$ cat src/rtl/hse_pkg.sv
package hse_pkg;
  localparam int BYTE_W  = 8;
  localparam int FIELD_W = 16;
  localparam int DESC_W  = 8;
  localparam int OFF_W   = 6;

  typedef struct packed {
    logic             l3_sel;
    logic             rsvd;
    logic [OFF_W-1:0] off;
  } desc_t;
endpackage

$ cat src/rtl/hse_cfg_table.sv
module hse_cfg_table
  import hse_pkg::*;
#(
  parameter int N  = 9,
  parameter int AW = 8
) (
  input  logic              clk_i,
  input  logic              rst_ni,
  input  logic              we_i,
  input  logic [AW-1:0]     addr_i,
  input  logic [DESC_W-1:0] wdata_i,
  input  logic              sop_beat_i,
  output desc_t [N-1:0]     act_o,
  output desc_t [N-1:0]     eff_o
);
  desc_t [N-1:0] shadow_q;
  desc_t [N-1:0] act_q;

  for (genvar g = 0; g < N; g++) begin : g_ent
    always_ff @(posedge clk_i or negedge rst_ni) begin
      if (!rst_ni) begin
        shadow_q[g] <= '0;
        act_q[g]    <= '0;
      end else begin
        if (we_i && addr_i == AW'(g)) shadow_q[g] <= desc_t'(wdata_i);
        if (sop_beat_i)               act_q[g]    <= shadow_q[g];
      end
    end
    // a new frame sees the staged table on its first beat
    assign eff_o[g] = sop_beat_i ? shadow_q[g] : act_q[g];
  end

  assign act_o = act_q;
endmodule

$ cat src/rtl/hse_hdr_tracker.sv
module hse_hdr_tracker #(
  parameter int CNT_W  = 11,
  parameter int L2_LEN = 14
) (
  input  logic             clk_i,
  input  logic             rst_ni,
  input  logic             in_valid_i,
  input  logic             in_sop_i,
  input  logic             in_eop_i,
  input  logic [3:0]       ihl_nib_i,
  output logic             beat_o,
  output logic             sop_beat_o,
  output logic [CNT_W-1:0] pos_o,
  output logic [CNT_W-1:0] l3_base_o,
  output logic             l3_known_o
);
  logic [CNT_W-1:0] cnt_q;
  logic             in_frame_q;
  logic [3:0]       ihl_q;
  logic             ihl_known_q;
  logic             at_ihl;
  logic [3:0]       ihl_now;

  assign beat_o     = in_valid_i && (in_sop_i || in_frame_q);
  assign sop_beat_o = in_valid_i && in_sop_i;
  assign pos_o      = in_sop_i ? '0 : cnt_q;
  assign at_ihl     = beat_o && pos_o == CNT_W'(L2_LEN);
  assign ihl_now    = at_ihl ? ihl_nib_i : ihl_q;
  assign l3_known_o = at_ihl || (ihl_known_q && !sop_beat_o);
  assign l3_base_o  = CNT_W'(L2_LEN) + CNT_W'({ihl_now, 2'b00});

  always_ff @(posedge clk_i or negedge rst_ni) begin
    if (!rst_ni) begin
      cnt_q       <= '0;
      in_frame_q  <= 1'b0;
      ihl_q       <= '0;
      ihl_known_q <= 1'b0;
    end else if (beat_o) begin
      cnt_q      <= (pos_o == '1) ? pos_o : pos_o + 1'b1;
      in_frame_q <= !in_eop_i;
      if (sop_beat_o) ihl_known_q <= 1'b0;
      if (at_ihl) begin
        ihl_q       <= ihl_nib_i;
        ihl_known_q <= 1'b1;
      end
    end
  end
endmodule

$ cat src/rtl/hse_slice_unit.sv
module hse_slice_unit
  import hse_pkg::*;
#(
  parameter int CNT_W  = 11,
  parameter int L2_LEN = 14
) (
  input  logic               clk_i,
  input  logic               rst_ni,
  input  logic               beat_i,
  input  logic               sop_beat_i,
  input  logic [CNT_W-1:0]   pos_i,
  input  logic [BYTE_W-1:0]  data_i,
  input  logic [CNT_W-1:0]   l3_base_i,
  input  logic               l3_known_i,
  input  desc_t              desc_i,
  output logic [FIELD_W-1:0] field_o,
  output logic               got_o,
  output logic               got_nxt_o,
  output logic               used_o
);
  logic [CNT_W-1:0] base, t_hi, t_lo;
  logic             known, cap_en, hit_hi, hit_lo;
  logic             got_q;
  logic [FIELD_W-1:0] field_q;

  assign used_o = |desc_i;
  assign known  = desc_i.l3_sel ? l3_known_i : 1'b1;
  assign base   = desc_i.l3_sel ? l3_base_i : CNT_W'(L2_LEN);
  assign t_hi   = base + CNT_W'({desc_i.off, 1'b0});
  assign t_lo   = t_hi + 1'b1;
  assign cap_en = beat_i && !sop_beat_i && used_o && known;
  assign hit_hi = cap_en && pos_i == t_hi;
  assign hit_lo = cap_en && pos_i == t_lo;

  always_ff @(posedge clk_i or negedge rst_ni) begin
    if (!rst_ni) begin
      field_q <= '0;
      got_q   <= 1'b0;
    end else if (sop_beat_i) begin
      field_q <= '0;
      got_q   <= 1'b0;
    end else begin
      if (hit_hi) field_q[FIELD_W-1:BYTE_W] <= data_i;
      if (hit_lo) begin
        field_q[BYTE_W-1:0] <= data_i;
        got_q               <= 1'b1;
      end
    end
  end

  assign field_o   = field_q;
  assign got_o     = got_q;
  assign got_nxt_o = sop_beat_i ? 1'b0 : (got_q | hit_lo);
endmodule

$ cat src/rtl/hdr_slice_extractor.sv
module hdr_slice_extractor
  import hse_pkg::*;
#(
  parameter int NUM_SLICES = 9,
  parameter int CFG_AW     = 8,
  parameter int CNT_W      = 11,
  parameter int L2_LEN     = 14
) (
  input  logic                          clk_i,
  input  logic                          rst_ni,
  input  logic                          in_valid_i,
  input  logic                          in_sop_i,
  input  logic                          in_eop_i,
  input  logic [BYTE_W-1:0]             in_data_i,
  input  logic                          cfg_we_i,
  input  logic [CFG_AW-1:0]             cfg_addr_i,
  input  logic [DESC_W-1:0]             cfg_wdata_i,
  output logic [NUM_SLICES*FIELD_W-1:0] key_o,
  output logic [NUM_SLICES-1:0]         slice_valid_o,
  output logic                          key_valid_o
);
  desc_t [NUM_SLICES-1:0] act_tbl;
  desc_t [NUM_SLICES-1:0] eff_tbl;
  logic                   beat, sop_beat, l3_known;
  logic [CNT_W-1:0]       pos, l3_base;
  logic [NUM_SLICES-1:0]  got_v, got_nxt_v, used_v;
  logic                   done_q, done_eff, fire, kv_q;

  hse_cfg_table #(.N(NUM_SLICES), .AW(CFG_AW)) u_tbl (
    .clk_i      (clk_i),
    .rst_ni     (rst_ni),
    .we_i       (cfg_we_i),
    .addr_i     (cfg_addr_i),
    .wdata_i    (cfg_wdata_i),
    .sop_beat_i (sop_beat),
    .act_o      (act_tbl),
    .eff_o      (eff_tbl)
  );

  hse_hdr_tracker #(.CNT_W(CNT_W), .L2_LEN(L2_LEN)) u_trk (
    .clk_i      (clk_i),
    .rst_ni     (rst_ni),
    .in_valid_i (in_valid_i),
    .in_sop_i   (in_sop_i),
    .in_eop_i   (in_eop_i),
    .ihl_nib_i  (in_data_i[3:0]),
    .beat_o     (beat),
    .sop_beat_o (sop_beat),
    .pos_o      (pos),
    .l3_base_o  (l3_base),
    .l3_known_o (l3_known)
  );

  for (genvar g = 0; g < NUM_SLICES; g++) begin : g_slice
    hse_slice_unit #(.CNT_W(CNT_W), .L2_LEN(L2_LEN)) u_sl (
      .clk_i      (clk_i),
      .rst_ni     (rst_ni),
      .beat_i     (beat),
      .sop_beat_i (sop_beat),
      .pos_i      (pos),
      .data_i     (in_data_i),
      .l3_base_i  (l3_base),
      .l3_known_i (l3_known),
      .desc_i     (eff_tbl[g]),
      .field_o    (key_o[g*FIELD_W +: FIELD_W]),
      .got_o      (got_v[g]),
      .got_nxt_o  (got_nxt_v[g]),
      .used_o     (used_v[g])
    );
  end

  assign done_eff = sop_beat ? 1'b0 : done_q;
  assign fire     = beat && !done_eff && (((used_v & ~got_nxt_v) == '0) || in_eop_i);

  always_ff @(posedge clk_i or negedge rst_ni) begin
    if (!rst_ni) begin
      done_q <= 1'b0;
      kv_q   <= 1'b0;
    end else begin
      kv_q <= fire;
      if (beat) done_q <= done_eff | fire;
    end
  end

  assign slice_valid_o = got_v;
  assign key_valid_o   = kv_q;
endmodule

$ cat config.mk
export PLATFORM = sky130hd
export DESIGN_NAME = hdr_slice_extractor
export DESIGN_NICKNAME = d
export VERILOG_FILES = /design/src/rtl/hse_pkg.sv /design/src/rtl/hse_cfg_table.sv /design/src/rtl/hse_hdr_tracker.sv /design/src/rtl/hse_slice_unit.sv /design/src/rtl/hdr_slice_extractor.sv
export SDC_FILE = /design/constraint.sdc
export NUM_CORES = 1
export LEC_CHECK = 0
export CORE_ASPECT_RATIO = 0.5
export CORE_UTILIZATION = 34
export DETAILED_ROUTE_END_ITERATION = 12
export DONT_BUFFER_PORTS = 1
export GPL_ROUTABILITY_DRIVEN = 0
export HOLD_SLACK_MARGIN = 0.12
export PLACE_DENSITY_LB_ADDON = 0.08
export SETUP_SLACK_MARGIN = 0.15
export SLEW_MARGIN = 25
export SYNTH_ARGS = -nofsm -noshare
export SYNTH_HDL_FRONTEND = slang
export SYNTH_HIERARCHICAL = 1
export SYNTH_SLANG_ARGS = --single-unit
$ cat constraint.sdc
create_clock -name clk_i -period 7.42 [get_ports clk_i]
set_input_delay 1.484 -clock clk_i [delete_from_list [all_inputs] [get_ports clk_i]]
set_output_delay 1.484 -clock clk_i [all_outputs]
set_load 0.02 [all_outputs]
==> metrics.md <==
| Metric | Value |
|---|---|
| Worst ir drop on vdd | `120 uV` |
| Post-Syn Area per Cell | `approximately 11 sq um` |
| Setup CP Type | `input port to flop` |
| Die height | `184 microns` |
| Setup violators final | `0` |
| Area Growth Syn to Fin | `9.37%` |
| GRT Util Overall | `21.3%` |
| Final hold violation count | `0` |
| Row count | `66` |
| RSZ-0062 raised after global routing | `no` |
| DRC Markers | `0` |
| Vias in the first global route | `16065` |
| Post-synth top area share | `between 30% and 40%` |
| Antenna diodes | `0` |
| Syn Inst Count | `2137` |
| YS warnings | `6` |
| ANT nets after route | `0` |
| Clock latency on the worst-skew pair | `0.58 ns` |
| Asr flop ratio synth | `100%` |
| Vias/cell | `5.49` |
| Multi-input gate area | `between 0.01 and 0.015 sq mm` |
| Share of cells above drive strength 1 | `18.8%` |
| Crit path time final | `6.84 ns` |
| Placed inst area | `0.0234 sq mm` |
| Dpl hpwl | `a little under 50000 microns` |
| Most numerous cell in the Yosys netlist | `dfrtp_1` |
| Reg2reg start | `u_trk/cnt_q[8]` |
| DR pass1 iterations | `5` |
| MaxCap Viol Count | `0` |
| Starting Density | `between 30% and 40%` |
| Setup ws final | `between 0.5 and 0.6 ns` |
| Antenna violations before repair | `3` |
| FF+latch count, synth | `316` |
| Outcome | `complete, no violations` |
| Sequential Area | `0.00791 sq mm` |
| Global-route wire length before repair | `around 110000 microns` |
| Sequential area share after synthesis | `a little over a third` |
| Power Total | `4.24 mW` |
| Critical path origin | `in_sop_i` |
| Clk root buf | `clkbuf_16` |
| Die Wd | `365 microns` |
| Synth top cells by count | `316 x dfrtp_1, 152 x mux2i_1, 145 x nor2_1` |
| I/O pins | `184` |
| CTS Hold Buffers Added | `0` |
| Design Area, Final | `0.0245 sq mm` |
| CP Capture Type | `flop` |
| Period utilization | `between 90 and 100%` |
| Core area | `0.0652 sq mm` |
| Fmax | `0.146 GHz` |
| CTS Buf Count | `35` |
| Vias | `around 17000` |
| Largest net degree at the start of global routing | `about 320` |
| R2R depth | `19` |
| Clock tree buffer depth | `3` |
| Reg2reg setup slack | `0.86 ns` |
| Post-Place Setup Slack | `-0.0834 ns` |
| CTS tree | `yes` |
| WP data arrival | `7.33 ns` |
| Worst-Margin Slew | `1.26 ns` |
| DR WL/cell | `23.6 microns` |
| H-tree depth | `2` |
| Crit start category | `input port` |
| Ys flop type | `dfrtp_1` |
| Slew headroom | `15.9%` |
| Fill count | `6454` |
| Die ar. | `0.0671 sq mm` |
| Final wirelength | `72000 microns` |
| Cell Pwr Density | `173 mW/mm^2` |
| Hold depth | `2` |
| Port Buffers | `0` |
| Area leader, netlist | `dfrtp_1` |
| Worst Skew | `0.0476 ns` |
| CP endpoint | `key_valid_o` |
| Yosys cell types | `108` |
| Worst-path clk slew | `about 0.090 ns` |
| Top area cells in the synthesized netlist | `dfrtp_1 35%, mux2i_1 6.8%, mux2_2 6.8%` |
| Cell Area, Synth | `0.0224 sq mm` |
| Final Max Slew Viols | `0` |
| Worst Hold Class | `flop to flop` |
| Post-synth EDFFs | `0` |
| GR Overflow Total | `0` |
| Nets | `2245` |
| Initial drt markers | `1428` |
| Crit path max fanout | `19` |
| Pleak | `between 10 and 15 nW` |
| # clock sinks | `316` |
| Setup Buffers After CTS | `0` |
| Worst R2R End | `key_valid_o` |
| Post-CTS sizing | `0` |
| Data required time of the worst path | `7.91 ns` |
-- cells in the final DEF, fill, tap and decap left out, types with 16 or more instances in the layout --
cell / n
dfrtp_1: 316
mux2i_1: 152
nand2b_1: 144
nor2_1: 144
mux2_2: 135
xnor2_1: 121
nand2_1: 95
nand3_1: 72
ha_1: 66
a21oi_1: 61
xor2_1: 57
nor4_1: 45
buf_4: 38
nor3_1: 37
and2_1: 36
clkbuf_16: 35
inv_1: 32
o21ai_0: 28
or3_1: 24
mux2_4: 24
a211oi_1: 20
o21ai_1: 16
-- flip-flops by register name, summed over array words and instances (netlist names) --
name / cells
u_trk/in_frame_q: 1
u_tbl/shadow_q: 72
key_valid_o: 1
g_slice.u_sl/got_o: 9
g_slice.u_sl/field_o: 144
u_trk/ihl_q: 4
u_trk/cnt_q: 11
done_q: 1
u_tbl/act_o: 72
u_trk/ihl_known_q: 1
-- cells by family after synthesis --
logic type               share of synthesized area, %
flip-flops                                       35.2
AO/OA/AOI/OAI                                    11.7
AND/OR/NAND/NOR                                  21.5
XOR/XNOR                                         8.89
multiplexers                                     15.2
other                                          0.0335
adder cells (fa/ha/maj)                          4.48
buffers and inverters                            2.99
-- worst max-delay path, cell delays in order --
cell and delay (ns):
nand2b_1 0.11, ha_1 0.15, nand2_1 0.04, or4_1 0.73, mux2_2 0.36, inv_1 0.07, ha_1 0.22, inv_1 0.51
nand2b_1 0.19, ha_1 0.29, a211o_2 0.40, nand2_1 0.10, xnor3_1 0.26, or3_1 0.36, a2111oi_0 0.63, o2111ai_2 0.19
buf_4 0.25, a21oi_1 0.25, o22ai_1 0.14, nor4_2 0.34, o221a_1 0.23
-- how the worst min path moves through the flow --
stage / slack (ns) / startpoint / end
after floorplan: 0.44 / u_trk/ihl_known_q / u_trk/ihl_known_q
after global placement: 0.47 / u_trk/ihl_known_q / u_trk/ihl_known_q
after detailed placement: 0.46 / u_trk/ihl_known_q / u_trk/ihl_known_q
after CTS: 0.48 / u_trk/ihl_known_q / u_trk/ihl_known_q
after global routing: 0.52 / u_tbl/shadow_q[15] / u_tbl/shadow_q[15]
final: 0.48 / u_trk/ihl_known_q / u_trk/ihl_known_q
-- cell type report --
type                    instances  share of cell area, %
multi-input cells            1709                   56.9
flip-flops and latches        316                   32.2
well taps                     884                   4.51
clock buffers                  49                   3.99
repair buffers                 39                   1.24
inverters                      39                  0.627
clock inverters                12                  0.489
-- stage by stage --
| step | TNS [ns] | hold slack, ns | utilization (%) | cells |
|---|---|---|---|---|
| 2_1_floorplan | 0 | 0.439 | - | 2141 |
| 3_3_place_gp | 0 | 0.470 | 36.0 | 2987 |
| 3_5_place_dp | -0.0968 | 0.462 | 36.0 | 2987 |
| 4_1_cts | 0 | 0.483 | 37.6 | 3048 |
| 5_1_grt | 0 | 0.516 | 37.7 | 3048 |
| 6_report | 0 | 0.484 | 37.7 | 3048 |
-- power breakdown --
part	internal, mW	leakage, nW	switching (mW)
Sequential	1.77	4.38	0.0218
Clock	0.939	0.536	0.762
Combinational	0.292	5.90	0.453
-- metal layers --
layer  wire length, microns  vias up  global-route usage, %
met5                      0        -                      0
li1                       -     7870                      -
met2                  29000      386                   29.5
met4                    813        0                   3.13
met3                   4120       60                   4.03
met1                  38100     8426                   34.0
Note: power is estimated with default switching activity, not from simulation.
